$ cat config.mk
export PLATFORM = sky130hd
export DESIGN_NAME = os_tx_gen
export DESIGN_NICKNAME = d
export VERILOG_FILES = /design/src/rtl/os_gen_pkg.sv /design/src/rtl/skip_sched.sv /design/src/rtl/rx_detect_seq.sv /design/src/rtl/os_lane_fmt.sv /design/src/rtl/os_tx_gen.sv
export SDC_FILE = /design/constraint.sdc
export NUM_CORES = 1
export LEC_CHECK = 0
export BUFFER_PORTS_ARGS = -buffer_cell sky130_fd_sc_hd__buf_2
export CAP_MARGIN = 20
export CORE_MARGIN = 5
export CORE_UTILIZATION = 50
export CTS_CLUSTER_SIZE = 28
export DETAILED_ROUTE_END_ITERATION = 10
export HOLD_SLACK_MARGIN = 0.1
export PLACE_DENSITY = 0.81
export SLEW_MARGIN = 25
export SYNTH_ARGS = -nofsm -noshare
export SYNTH_HDL_FRONTEND = slang
export SYNTH_SLANG_ARGS = --single-unit
export TNS_END_PERCENT = 100
$ cat constraint.sdc
create_clock -name clk_i -period 2.5 [get_ports clk_i]
set_input_delay 0.125 -clock clk_i [delete_from_list [all_inputs] [get_ports clk_i]]
set_output_delay 0.125 -clock clk_i [all_outputs]
set_load 0.005 [all_outputs]
$ cat src/rtl/os_gen_pkg.sv
package os_gen_pkg;
  typedef enum logic [2:0] {
    SET_NONE, SET_SKP, SET_TS1, SET_TS2, SET_FTS, SET_IDL
  } set_kind_e;

  localparam logic [8:0] SYM_COM = 9'h1BC;
  localparam logic [8:0] SYM_SKP = 9'h11C;
  localparam logic [8:0] SYM_FTS = 9'h13C;
  localparam logic [8:0] SYM_IDL = 9'h17C;
  localparam logic [8:0] SYM_PAD = 9'h1F7;
  localparam logic [8:0] SYM_D00 = 9'h000;
  localparam logic [7:0] TS1_ID  = 8'h4A;
  localparam logic [7:0] TS2_ID  = 8'h45;
  localparam int unsigned POS_W  = 4;
endpackage

$ cat src/rtl/skip_sched.sv
module skip_sched #(
  parameter int unsigned INTERVAL = 1180
) (
  input  logic clk_i,
  input  logic rst_ni,
  input  logic take_i,
  output logic pend_o
);
  localparam int unsigned CW = (INTERVAL > 2) ? $clog2(INTERVAL) : 1;
  localparam logic [CW-1:0] LAST = CW'(INTERVAL - 1);

  logic [CW-1:0] cnt_q;
  logic          pend_q;
  logic          expire;

  assign expire = (cnt_q == LAST);

  always_ff @(posedge clk_i or negedge rst_ni) begin
    if (!rst_ni) begin
      cnt_q  <= '0;
      pend_q <= 1'b0;
    end else begin
      cnt_q <= expire ? '0 : cnt_q + 1'b1;
      if (expire)      pend_q <= 1'b1;  // fresh expiry wins, never stacks
      else if (take_i) pend_q <= 1'b0;
    end
  end

  assign pend_o = pend_q;


  cnt_range_chk: assert property (@(posedge clk_i) disable iff (!rst_ni)
    cnt_q <= LAST);

  pend_hold_chk: assert property (@(posedge clk_i) disable iff (!rst_ni)
    (pend_q && !take_i) |=> pend_q);
endmodule

$ cat src/rtl/rx_detect_seq.sv
module rx_detect_seq (
  input  logic       clk_i,
  input  logic       rst_ni,
  input  logic       start_i,
  input  logic       phy_status_i,
  input  logic [2:0] rx_status_i,
  output logic       busy_o,
  output logic       det_lb_o,
  output logic       elec_idle_o,
  output logic       done_o,
  output logic       result_o
);
  typedef enum logic [1:0] {DS_IDLE, DS_WAIT, DS_DONE} det_st_e;

  localparam logic [2:0] RX_PRESENT = 3'b011;

  det_st_e st_q;
  logic    res_q;

  always_ff @(posedge clk_i or negedge rst_ni) begin
    if (!rst_ni) begin
      st_q  <= DS_IDLE;
      res_q <= 1'b0;
    end else begin
      unique case (st_q)
        DS_IDLE: if (start_i) st_q <= DS_WAIT;
        DS_WAIT: if (phy_status_i) begin
          st_q  <= DS_DONE;
          res_q <= (rx_status_i == RX_PRESENT);
        end
        DS_DONE: st_q <= DS_IDLE;
        default: st_q <= DS_IDLE;
      endcase
    end
  end

  assign busy_o      = (st_q != DS_IDLE);
  assign det_lb_o    = (st_q == DS_WAIT);
  assign elec_idle_o = (st_q == DS_WAIT);
  assign done_o      = (st_q == DS_DONE);
  assign result_o    = done_o & res_q;


  done_pulse_chk: assert property (@(posedge clk_i) disable iff (!rst_ni)
    done_o |=> !done_o);

  done_cause_chk: assert property (@(posedge clk_i) disable iff (!rst_ni)
    $rose(done_o) |-> $past(phy_status_i));

  lb_idle_chk: assert property (@(posedge clk_i) disable iff (!rst_ni)
    det_lb_o |-> elec_idle_o);
endmodule

$ cat src/rtl/os_lane_fmt.sv
module os_lane_fmt
  import os_gen_pkg::*;
#(
  parameter int unsigned LANE    = 0,
  parameter logic [7:0]  N_FTS   = 8'd24,
  parameter logic [7:0]  RATE_ID = 8'h02
) (
  input  set_kind_e        kind_i,
  input  logic [POS_W-1:0] pos_i,
  input  logic [7:0]       link_i,
  input  logic             pad_link_i,
  input  logic             pad_lane_i,
  input  logic [7:0]       ctl_i,
  output logic [8:0]       sym_o
);
  localparam logic [7:0] LANE_NUM = 8'(LANE);

  logic [7:0] ts_id;
  assign ts_id = (kind_i == SET_TS2) ? TS2_ID : TS1_ID;

  always_comb begin
    sym_o = SYM_D00;
    unique case (kind_i)
      SET_NONE: sym_o = SYM_D00;
      SET_SKP:  sym_o = (pos_i == '0) ? SYM_COM : SYM_SKP;
      SET_FTS:  sym_o = (pos_i == '0) ? SYM_COM : SYM_FTS;
      SET_IDL:  sym_o = (pos_i == '0) ? SYM_COM : SYM_IDL;
      SET_TS1, SET_TS2: begin
        unique case (pos_i)
          4'd0:    sym_o = SYM_COM;
          4'd1:    sym_o = pad_link_i ? SYM_PAD : {1'b0, link_i};
          4'd2:    sym_o = pad_lane_i ? SYM_PAD : {1'b0, LANE_NUM};
          4'd3:    sym_o = {1'b0, N_FTS};
          4'd4:    sym_o = {1'b0, RATE_ID};
          4'd5:    sym_o = {1'b0, ctl_i};
          default: sym_o = {1'b0, ts_id};
        endcase
      end
      default: sym_o = SYM_D00;
    endcase
  end
endmodule

$ cat src/rtl/os_tx_gen.sv
module os_tx_gen
  import os_gen_pkg::*;
#(
  parameter int unsigned NUM_LANES     = 4,
  parameter int unsigned SKIP_INTERVAL = 1180,
  parameter logic [7:0]  N_FTS         = 8'd24,
  parameter logic [7:0]  RATE_ID       = 8'h02
) (
  input  logic                   clk_i,
  input  logic                   rst_ni,
  input  logic                   ts1_req_i,
  input  logic                   ts2_req_i,
  input  logic                   fts_req_i,
  input  logic                   idl_req_i,
  input  logic [7:0]             link_num_i,
  input  logic [7:0]             train_ctl_i,
  input  logic                   pad_link_i,
  input  logic                   pad_lane_i,
  input  logic                   pkt_busy_i,
  input  logic                   det_req_i,
  input  logic                   phy_status_i,
  input  logic [2:0]             rx_status_i,
  output logic [9*NUM_LANES-1:0] sym_o,
  output logic                   os_valid_o,
  output logic                   tx_det_lb_o,
  output logic                   tx_elec_idle_o,
  output logic                   det_done_o,
  output logic                   det_result_o
);
  localparam logic [POS_W-1:0] TS_LAST = POS_W'(15);
  localparam logic [POS_W-1:0] OS_LAST = POS_W'(3);

  set_kind_e        kind_q, kind_d;
  logic [POS_W-1:0] pos_q, pos_d;
  logic [7:0]       link_q, ctl_q;
  logic             padl_q, padn_q;
  logic             is_ts, last, boundary, gate, det_take, det_busy;
  logic             skip_pend, take_skip;
  logic [8:0]       lane_sym [NUM_LANES];

  assign is_ts    = (kind_q == SET_TS1) || (kind_q == SET_TS2);
  assign last     = (pos_q == (is_ts ? TS_LAST : OS_LAST));
  assign boundary = (kind_q == SET_NONE) || last;
  assign det_take = det_req_i && !det_busy && (kind_q == SET_NONE);
  assign gate     = boundary && !pkt_busy_i && !det_busy && !det_take;
  assign take_skip = gate && skip_pend;

  always_comb begin
    kind_d = kind_q;
    pos_d  = pos_q + 1'b1;
    if (boundary) begin
      pos_d = '0;
      if (!gate)          kind_d = SET_NONE;
      else if (skip_pend) kind_d = SET_SKP;
      else if (ts1_req_i) kind_d = SET_TS1;
      else if (ts2_req_i) kind_d = SET_TS2;
      else if (fts_req_i) kind_d = SET_FTS;
      else if (idl_req_i) kind_d = SET_IDL;
      else                kind_d = SET_NONE;
    end
  end

  always_ff @(posedge clk_i or negedge rst_ni) begin
    if (!rst_ni) begin
      kind_q <= SET_NONE;
      pos_q  <= '0;
      link_q <= '0;
      ctl_q  <= '0;
      padl_q <= 1'b0;
      padn_q <= 1'b0;
    end else begin
      kind_q <= kind_d;
      pos_q  <= pos_d;
      if (boundary && gate) begin
        link_q <= link_num_i;
        ctl_q  <= train_ctl_i;
        padl_q <= pad_link_i;
        padn_q <= pad_lane_i;
      end
    end
  end

  skip_sched #(.INTERVAL(SKIP_INTERVAL)) u_skip (
    .clk_i  (clk_i),
    .rst_ni (rst_ni),
    .take_i (take_skip),
    .pend_o (skip_pend)
  );

  rx_detect_seq u_det (
    .clk_i        (clk_i),
    .rst_ni       (rst_ni),
    .start_i      (det_take),
    .phy_status_i (phy_status_i),
    .rx_status_i  (rx_status_i),
    .busy_o       (det_busy),
    .det_lb_o     (tx_det_lb_o),
    .elec_idle_o  (tx_elec_idle_o),
    .done_o       (det_done_o),
    .result_o     (det_result_o)
  );

  for (genvar l = 0; l < NUM_LANES; l++) begin : g_lane
    os_lane_fmt #(.LANE(l), .N_FTS(N_FTS), .RATE_ID(RATE_ID)) u_fmt (
      .kind_i     (kind_q),
      .pos_i      (pos_q),
      .link_i     (link_q),
      .pad_link_i (padl_q),
      .pad_lane_i (padn_q),
      .ctl_i      (ctl_q),
      .sym_o      (lane_sym[l])
    );
    assign sym_o[9*l +: 9] = lane_sym[l];


    lane_match_chk: assert property (@(posedge clk_i) disable iff (!rst_ni)
      !(is_ts && pos_q == POS_W'(2)) |-> lane_sym[l] == lane_sym[0]);
  end

  assign os_valid_o = (kind_q != SET_NONE);


  no_start_in_pkt_chk: assert property (@(posedge clk_i) disable iff (!rst_ni)
    (os_valid_o && pos_q == '0) |-> !$past(pkt_busy_i));

  det_excl_chk: assert property (@(posedge clk_i) disable iff (!rst_ni)
    tx_det_lb_o |-> !os_valid_o);

  no_start_after_done_chk: assert property (@(posedge clk_i) disable iff (!rst_ni)
    det_done_o |=> !os_valid_o);
endmodule

# == Word level (Yosys, flattened, before mapping) ==
# Index checks and enable logic that the tools add are counted.
# W data, S select, Z words.
# totals
ff_bits,40
latchBits,0
ram_bits,0
rom_bits,0
input_bits,30
out_inout_bits,41
word_cells,82
memories,0
# op_classes
addsub,2
n_mul,0
div_mod_pow,0
order_cmp,0
n_eq_ne,17
n_shift,0
n_mux,31
n_bitwise,1
n_reduce_logical,21
# ops
cell,n
$pmux W9 S6,4
$pmux W9 S4,4
$mux W9,5
$mux W8,3
$mux W3,6
$mux W4,3
$add A11 B1 Y11 const B,1
$eq A11 B11 Y1 const B,1
$mux W11,1
$eq A3 B2 Y1 const B,3
$eq A4 B2 Y1 const B,2
$eq A4 B3 Y1 const B,2
$logic_and A1 B1 Y1,7
$eq A3 B3 Y1 const B,2
$add A4 B1 Y4 const B,1
$eq A4 B1 Y1 const B,1
$eq A4 B4 Y1,1
$logic_not A4 Y1,1
$mux W2,2
$ne A2 B2 Y1 const B,2
$pmux W2 S2,1
$reduce_and A2 Y1,2
$reduce_bool A2 Y1,2
$eq A3 B1 Y1 const B,1
other kinds (10),14

# == Longest topological paths before layout ==
# logic_depth
ltp_word,11
ltp_mapped,7
depth_no_buf,6

# == Hierarchy ==
# Synthesis repeated with hierarchy kept, for this count alone.
# hier_totals
hier_cells,438
area_unflattened_um2,3698.5
# modules_own_cells
mod,n_inst,cells_per_inst,area_per_inst_um2,seq_area_each_um2
os_tx_gen,1,86,1181.1,625.6
skip_sched,1,48,538.0,300.3
os_lane_fmt (g_lane[1].u_fmt),1,71,465.4,0.0
os_lane_fmt (g_lane[0].u_fmt),1,71,460.4,0.0
os_lane_fmt (g_lane[2].u_fmt),1,70,457.9,0.0
os_lane_fmt (g_lane[3].u_fmt),1,79,437.9,0.0
rx_detect_seq,1,13,157.7,75.1

# == Worst setup path after synthesis ==
# No wires, ideal clock.
# synth_timing
path_type,reg-to-output
startpoint,reg pos_q[0]
endpoint,out sym_o[11]
t_arrival_ns,1.825
t_required_ns,2.375
setup_slack_ns,0.550
path_stages_with_launch,7
path_buffers,1
path_cell_list,dfrtp_1 inv_1 ha_1 nor2_1 a21oi_1 o311ai_0 buf_4
# synth_via
elab_chain_cells,3
word_cells_on_any_way,8
classes_between,eq/ne (5); mux (2); reduce/logical (1)
# synth_rtl
item,line_no,text
start: declaration,os_tx_gen.sv:34,"logic [POS_W-1:0] pos_q, pos_d;"
start signal: assignment,os_tx_gen.sv:73,pos_q <= pos_d;
"$eq A4 B3 Y1, or another cell as far along",os_lane_fmt.sv:29,unique case (pos_i)
$pmux W9 S6 (*),os_lane_fmt.sv:29,
$pmux W9 S4 (*),os_lane_fmt.sv:23,unique case (kind_i)
end: declaration,os_tx_gen.sv:23,"output logic [9*NUM_LANES-1:0] sym_o,"
# Every way passes the cells marked *; elsewhere a longest branch is shown, timed or not.

# == Worst setup path after layout ==
# layout_timing
startpoint,reg pos_q[0]
endpoint,out sym_o[30]
# The elaborated chain is that of the path after synthesis.

==> reports/qor.yml <==
regArea_sq_mm: 0.00100
num_rows: 25
finalHoldViolCount: 0
post-route-drc-count: 0
worstHoldPathType: "primary input to register"
grt_max_degree: 41
dieArea_sq_mm: 0.00637
cts_root_buffer: "clkbuf_8"
r2r_setup_slack_ns: 0.54
die_h_um: 79.8
io_buffer_count: 70
cp_data_arrival_time_ns: 2.17
cts.htree.levels: 2
setup_viol: 0
syn_area_sq_mm: 0.00243
dr_wl_met2_um: 2440
async_flop_share_pct: 100
critPathLaunchType: "register"
p_leak_uw: 0.00148
finalPower_uw: 3950
worst_slew_pin_slew_ns: 0.856
path_cells: "ha_1, o21bai_1, a21oi_1, nand2_1, o21ai_0, buf_2"
dp_slack_ns: 0.398
grt_setup_unrepaired: "yes"
cts.sinks: 40
clkTransAtPathRegs_ns: 0.07
fmax_ghz: 0.436
drive_gt1_share_pct: 34.3
yosys_most_used_dff: "dfrtp_1"
synthDistinctLibCells: 48
start_util_pct: 51.5
ir_worst_vdd_v: 0.000645
cap_viol_max_count: 0
final_util_pct: 63.0
wl_met1_um: 2430
multi_input_area_sq_mm: 0.00115
crit_end: "sym_o[30]"
globalplace.congestion: 0.913
syn_inst: 242
cp-end-kind: "output pin"
viasPerCell: 5.15
gr-total-overflow: 0
ys_seq_area_share_pct: 41.1
fin_nets: 343
avgSynthCellArea_sq_um: 10.1
tritoncts: "done"
cts_buffers: 5
area_growth_pct: 22.2
wire_per_inst_um: 14.1
drv_slew: 0
skew_ns: 0.00576
hold_ws_ns: 0.188
status: "finished, final reports clean"
synth_edf_count: 0
grt_pass1_wl_um: 8270
setup_slack_ns: 0.207
ys_ff_latch: 40
drt-initial-drc-count: 85
via_count: 1937
routed-wl-met3_um: 364
io_pins: 71
detail-route-antenna-nets: 0
antennaDiodeCount: 0
period_needed_ns: 2.29
fill_cells: 386
path_max_fanout: 8
reg2regPathDepth: 6
dp.cells: 346
crit_type: "register to output pin"
cts_buffer_depth: 2
fin_crit_sh_pct: 91.7
cpPeakStageDelay_ns: 0.42
ys_warn_count: 0
r2r-start: "pos_q[0]"
post_cts_buffers: 0
dieWidth_um: 79.8
cp-startpoint: "pos_q[0]"
core-area_sq_mm: 0.00472
min_path_cells: 4
antenna_found_initial: 0
grt_usage_pct: 16.7
timing.rr.end: "ctl_q[0]"
max_slew_margin_pct: 43.0
stdcell_count: 376
clock_latency_ns: 0.29
dr.max_layer_used: "met4"
critPathSlowestCell: "dfrtp_1"
p_per_area_mw_per_mm2: 1330
synth_nets: 277
firstDrtPassIters: 4
drt_wl_total_um: 5290
dp_hpwl_um: 3890
required_ns: 2.38
grt_pass1_vias: 1779
critical path, delay by kind of cell (launching register included):
family          cells  cell delay [ns]
flops               1             0.42
compound gates      3             0.79
simple gates        1             0.18
fa+ha+maj           1             0.31
buf+inv             1             0.18
registers in the layout (all words and copies together) (netlist names):
name	count
link_q	8
ctl_q	8
padn_q	1
kind_q	3
u_skip.cnt_q	11
u_skip.pend_o	1
u_det.res_q	1
padl_q	1
pos_q	4
u_det.st_q	2
worst min-delay path by stage:
| stage | to | slack (ns) | startpoint |
|---|---|---|---|
| 2_1_floorplan | ctl_q[0] | -0.17 | rst_ni |
| 3_3_place_gp | u_det.res_q | 0.28 | rst_ni |
| 3_5_place_dp | u_det.res_q | 0.29 | rst_ni |
| 4_1_cts | kind_q[2] | 0.18 | ts2_req_i |
| 5_1_grt | kind_q[2] | 0.21 | ts2_req_i |
| 6_report | kind_q[2] | 0.19 | ts2_req_i |
layer usage:
| layer | track usage [%] | vias to the layer above |
|---|---|---|
| li1 | - | 950 |
| met3 | 3.72 | 6 |
| met4 | 5.07 | 0 |
| met5 | 0 | - |
| met2 | 26.6 | 73 |
| met1 | 22.7 | 908 |
layout make-up:
cell class | count | area share (%)
multi-input cells | 157 | 38.6
flip-flops and latches | 40 | 33.7
repair buffers | 93 | 19.8
well taps | 67 | 2.82
clock buffers | 6 | 2.44
inverters | 11 | 1.39
clock inverters | 2 | 1.18
cell families (layout without fill, tap and decap cells):
logic type      Yosys count  in the layout  share of synthesized area (%)
fa+ha+maj                 5              5                           2.57
flops                    40             40                           41.1
simple gates             72             72                           15.3
compound gates           51             51                           14.4
xor+xnor                 10             10                           3.60
mux                      19             19                           11.4
buf+inv                  45            112                           11.7
metrics by stage:
stage | TNS [ns] | area [sq um]
3_5_place_dp | 0 | 2650
6_report | 0 | 2980
4_1_cts | 0 | 2970
5_1_grt | -0.105 | 2980
2_1_floorplan | 0 | 2430
3_3_place_gp | 0 | 2650
synth_stat cells (2+ instances only):
cell | n | area share, %
xnor2_1 | 5 | 1.8
and3_1 | 2 | 0.51
a31oi_1 | 3 | 0.77
o21ai_0 | 12 | 2.5
o31ai_1 | 3 | 0.92
clkbuf_1 | 4 | 0.62
dfrtp_1 | 40 | 41
a221oi_1 | 2 | 0.72
a21oi_1 | 12 | 2.5
nor2b_1 | 4 | 1.0
nor3_2 | 3 | 1.2
a211oi_1 | 2 | 0.62
xor2_1 | 5 | 1.8
buf_2 | 2 | 0.41
ha_1 | 5 | 2.6
or2_2 | 2 | 0.51
o22ai_1 | 2 | 0.51
o21bai_1 | 2 | 0.62
a21o_1 | 2 | 0.62
and2_1 | 2 | 0.51
or3_1 | 4 | 1.0
buf_6 | 2 | 0.92
mux2_2 | 2 | 0.92
buf_4 | 26 | 8.0
nor3_1 | 3 | 0.62
o211ai_1 | 3 | 0.92
nand2b_1 | 2 | 0.51
nor2_1 | 20 | 3.1
mux2_4 | 17 | 10
nand2_1 | 16 | 2.5
nand3_1 | 5 | 1.0
inv_1 | 11 | 1.7
nand4_1 | 2 | 0.51
placed cells by master, fill, tap and decap left out, types with 3 or more instances in the layout:
master         count
nor3_2             3
nor2b_1            4
buf_2             70
a21oi_1           12
dfrtp_1           39
o21ai_0           11
nand3_1            5
a31oi_1            3
nor3_1             3
xor2_1             5
mux2_4            17
inv_1             11
clkbuf_8           5
dlygate4sd3_1     22
nor2_1            20
o31ai_1            3
ha_1               5
xnor2_1            5
o211ai_1           3
nand2_1           16
or3_1              4
what timing repair did:
action / 4_1_cts / 5_1_grt
hold endpoints to repair: 60 / 0
hold buffers: 22 / 0
endpoints found under the setup margin: 0 / 12
resized for setup: 0 / 3
power by group:
group          switching (uW)  internal (uW)
Sequential                276            868
Combinational            1090           1200
Clock                     219            296
No activity file was read; power rests on OpenSTA's default activity.
